[src/rtl/edo_pkg.sv]
// Shared types for the EDO memory model.
package edo_pkg;

    // Kind of access found at a column strobe fall during an open row.
    typedef enum logic [1:0] {
        ACC_NONE  = 2'd0,   // no column fall this sample
        ACC_READ  = 2'd1,   // write enable high, output enable low
        ACC_WRITE = 2'd2,   // write enable low (early write)
        ACC_BLIND = 2'd3    // column fall with neither read nor write
    } acc_kind_e;

endpackage

[src/rtl/edo_strobe_decode.sv]
// Strobe decoder: finds row and column strobe edges by comparing each
// sample with the previous one, tracks the open row, and classifies
// each column fall.
// Assumes all strobes are synchronous to clk and that a column strobe
// falls at least one sample after the row strobe to access.
module edo_strobe_decode
    import edo_pkg::*;
#(
    parameter int ADDR_W = 8,
    parameter int ROW_W  = 8,
    parameter int COL_W  = 3,
    parameter int LANES  = 2,
    localparam int AW    = ROW_W + COL_W
) (
    input  logic              clk,
    input  logic              rst_n,
    input  logic              ras_n,
    input  logic [LANES-1:0]  cas_n,
    input  logic              we_n,
    input  logic              oe_n,
    input  logic [ADDR_W-1:0] addr,
    output acc_kind_e         acc_kind,
    output logic [LANES-1:0]  acc_lanes,
    output logic [AW-1:0]     acc_word,
    output logic              row_open,
    output logic              cbr_open,
    output logic [ROW_W-1:0]  ext_row,
    output logic              all_idle
);

    logic             ras_q;
    logic [LANES-1:0] cas_q;
    logic             row_active;
    logic [ROW_W-1:0] row_q;
    logic             ras_fall;
    logic             cas_held;
    logic             strobe_hit;

    assign ras_fall   = ras_q & ~ras_n;
    assign cas_held   = ~(&cas_q);
    assign row_open   = ras_fall & ~cas_held;
    assign cbr_open   = ras_fall & cas_held;
    assign ext_row    = addr[ROW_W-1:0];
    assign strobe_hit = (|(cas_q & ~cas_n)) & ~ras_n & row_active;
    assign acc_lanes  = ~cas_n;
    assign acc_word   = {row_q, addr[COL_W-1:0]};
    assign all_idle   = ras_n & (&cas_n);

    // Classify the current sample's column fall.
    always_comb begin
        if (!strobe_hit)  acc_kind = ACC_NONE;
        else if (!we_n)   acc_kind = ACC_WRITE;
        else if (!oe_n)   acc_kind = ACC_READ;
        else              acc_kind = ACC_BLIND;
    end

    // Keep previous strobe samples and the open-row state.
    always_ff @(posedge clk) begin
        if (!rst_n) begin
            ras_q      <= 1'b1;
            cas_q      <= '1;
            row_active <= 1'b0;
            row_q      <= '0;
        end else begin
            ras_q <= ras_n;
            cas_q <= cas_n;
            if (row_open) begin
                row_active <= 1'b1;
                row_q      <= ext_row;
            end else if (ras_n) begin
                row_active <= 1'b0;
            end
        end
    end

endmodule

[config.mk]
export PLATFORM = sky130hd
export DESIGN_NAME = edo_strobe_decode
export DESIGN_NICKNAME = d
export VERILOG_FILES = /design/src/rtl/edo_pkg.sv /design/src/rtl/edo_strobe_decode.sv
export SDC_FILE = /design/constraint.sdc
export NUM_CORES = 1
export LEC_CHECK = 0
export ABC_AREA = 1
export BUFFER_PORTS_ARGS = -buffer_cell sky130_fd_sc_hd__buf_4
export CORE_MARGIN = 5
export CORE_UTILIZATION = 30
export DETAILED_ROUTE_END_ITERATION = 12
export GPL_ROUTABILITY_DRIVEN = 0
export GPL_TIMING_DRIVEN = 0
export PLACE_DENSITY = 0.61
export SLEW_MARGIN = 20
export SYNTH_ARGS = -nofsm -noshare
export SYNTH_HDL_FRONTEND = slang
export SYNTH_SLANG_ARGS = --single-unit
[constraint.sdc]
create_clock -name clk -period 1.2 [get_ports clk]
set_input_delay 0.12 -clock clk [delete_from_list [all_inputs] [get_ports clk]]
set_output_delay 0.12 -clock clk [all_outputs]
set_load 0.02 [all_outputs]
==> flow_summary.json <==
{
  "outcome": "finished, final reports clean",
  "critPathKind": "reg2out",
  "syn_area_per_cell_um2": 7.04,
  "ys_warn_count": 0,
  "fillCellCount": 217,
  "area_growth_pct": 63.3,
  "hp-class": "in2reg",
  "relSlewSlack_pct": 85.4,
  "fin_crit_sh_pct": 98.8,
  "grt_usage_pct": 9.97,
  "dpl.hpwl_mm": 1.22,
  "fmax_mhz": 843,
  "crit_required_ns": 1.08,
  "finalNonFillerCells": 162,
  "ys_seq_area_share_pct": 38.3,
  "multiInputGateArea_um2": 251,
  "area.sequential_um2": 244,
  "cts_max_level": 1,
  "syn_nets": 104,
  "start_kind": "flip-flop",
  "cts-root-buf": "clkbuf_4",
  "cts-buffers-inserted": 3,
  "layout-drive-gt1-share_pct": 51.1,
  "rsz0062_at_grt": "yes",
  "syn_area_um2": 627,
  "post_drt_via_cell_ratio": 4.03,
  "holdBufCountCts": 0,
  "clock_skew_ns": 0.00344,
  "r2r_setup_slack_ns": 0.28,
  "clkLatencyLatePin_ns": 0.26,
  "clk_path_buf_depth": 2,
  "port-buffer-count": 40,
  "wl_mm": 1.51,
  "grt_max_degree": 11,
  "antenna_found_initial": 0,
  "preCtsSetupSlack_ns": 0.258,
  "utilization_pct": 51.6,
  "drt-initial-drc-count": 6,
  "grt_overflow_total": 0,
  "fp.dieW_um": 55.7,
  "hp-start": "cas_n[1]",
  "routedWlPerCell_um": 9.31,
  "finalSetupViolCount": 0,
  "cts.sinks": 12,
  "coreArea_um2": 1980,
  "netlist_instances": 89,
  "regToRegStartpoint": "ras_q",
  "ys_seq_elements": 12,
  "initial_core_util_pct": 31.6,
  "ir_drop_v": 0.000564,
  "clkTransAtPathRegs_ns": 0.08,
  "grt_pass1_vias": 613,
  "slew_viol_final": 0,
  "dr.pass1.iters": 2,
  "num_vias": 653,
  "pwr-share-comb_pct": 30.0,
  "antenna_left": 0,
  "p_leak_nw": 0.579,
  "fin_ws_ns": 0.0144,
  "cap_violations": 0,
  "final.min_clock_period_ns": 1.19,
  "switching_share_pct": 29.1,
  "grt_pass1_wl_mm": 2.55,
  "ios": 41,
  "p_clk_share_pct": 28.9,
  "crit_start": "cas_q[1]",
  "worst_ep_arrival_time_ns": 1.07,
  "end_kind": "output pin",
  "finalNetCount": 151,
  "die_h_um": 55.7,
  "p_sw_w": 0.000314,
  "p_per_area_nw_per_um2": 1050,
  "dpl.cell_count": 156,
  "worst_pin_slew_ns": 0.218,
  "seqPwrFrac_pct": 41.1,
  "cp_max_fo": 2,
  "synth.distinct_cells": 13,
  "antenna_cells": 0,
  "cts_tree": "done",
  "drcViolationCount": 0,
  "hold_viol": 0,
  "rows": 16,
  "dieArea_um2": 3100,
  "intPower_w": 0.000765
}
==> Yosys cell counts <==
| cell type | number | area, µm² |
|---|---|---|
| a21boi_1 | 1 | 7.51 |
| buf_2 | 1 | 5.00 |
| buf_4 | 11 | 82.6 |
| dfxtp_1 | 12 | 240 |
| inv_1 | 11 | 41.3 |
| inv_2 | 3 | 11.3 |
| nand2_1 | 16 | 60.1 |
| nand2_4 | 2 | 22.5 |
| nand3_1 | 9 | 45.0 |
| nor2_1 | 20 | 75.1 |
| nor2_4 | 1 | 11.3 |
| nor2_8 | 1 | 20.0 |
| nor3_1 | 1 | 5.00 |
==> final timing paths <==
kind            endpoint  cells past startpoint
max          acc_kind[1]                      5
min             cas_q[1]                      3
max reg2reg     row_q[3]                      5
min reg2reg   row_active                      2
==> worst max-delay path: stages (launching register included) <==
cell and delay (ns):
dfxtp_2 0.35, nand2_1 0.05, nand2_1 0.08, nand3_2 0.07, nor2_1 0.10, buf_4 0.14
==> layer usage <==
layer	track usage (%)	up-vias	wire (µm)
met3	4.64	0	172
li1	-	345	-
met5	0	-	0
met4	3.13	0	0
met2	15.5	28	663
met1	12.1	280	672
==> cell families after synthesis <==
family / after synthesis / synth area share, %
buffers and inverters: 26 / 22.4
DFF: 12 / 38.3
AOI/OAI and AO/OA: 1 / 1.20
and+or+nand+nor: 50 / 38.1
==> registers in the layout, summed over array words and instances (netlist names) <==
name        flops
row_q           8
ras_q           1
cas_q           2
row_active      1
==> cell usage in the layout (no fill, tap or decap) <==
| cell | synthesis | layout |
|---|---|---|
| nand3_1 | 9 | 8 |
| inv_2 | 3 | 2 |
| buf_2 | 1 | 1 |
| dfxtp_2 | 0 | 3 |
| nand3_2 | 0 | 1 |
| dfxtp_1 | 12 | 9 |
| clkbuf_4 | 0 | 3 |
| nor2_4 | 1 | 1 |
| nor2_1 | 20 | 20 |
| clkbuf_8 | 0 | 1 |
| nand2_4 | 2 | 2 |
| inv_1 | 11 | 11 |
| a21boi_1 | 1 | 1 |
| nor2_8 | 1 | 1 |
| nand2_1 | 16 | 16 |
| nor3_1 | 1 | 1 |
| inv_4 | 0 | 1 |
| buf_4 | 11 | 53 |
==> final cells by class <==
type,count,area share [%]
tap,27,3.30
sequential,12,23.8
inverter,14,5.38
buffer,12,8.56
clock buffer,4,3.55
multi-input combinational,51,24.6
timing repair buffer,42,30.8
==> what timing repair did <==
item,4_1_cts,5_1_grt
gates resized for setup,4,1
pin swaps,0,2
endpoints found under the setup margin,4,4
setup buffers,0,2
==> power by group through the flow <==
stage	Combinational, W	Clock [W]	Sequential [W]
6_report	0.000323	0.000312	0.000444
5_1_grt	0.000352	0.000355	0.000447
4_1_cts	0.000320	0.000322	0.000444
3_5_place_dp	0.000318	0	0.000451
3_3_place_gp	0.000314	0	0.000451
2_1_floorplan	0.000158	0	0.000475
==> metrics by stage <==
| step | total power (W) | area [µm²] | TNS, ns | hold slack (ns) |
|---|---|---|---|---|
| 5_1_grt | 0.00115 | 1020 | -0.123 | 0.0571 |
| 3_3_place_gp | 0.000765 | 961 | 0 | 0.344 |
| 2_1_floorplan | 0.000633 | 627 | 0 | 0.234 |
| 6_report | 0.00108 | 1020 | 0 | 0.0700 |
| 3_5_place_dp | 0.000769 | 961 | 0 | 0.347 |
| 4_1_cts | 0.00109 | 1010 | 0 | 0.0671 |
No activity file was read; power rests on OpenSTA's default activity.
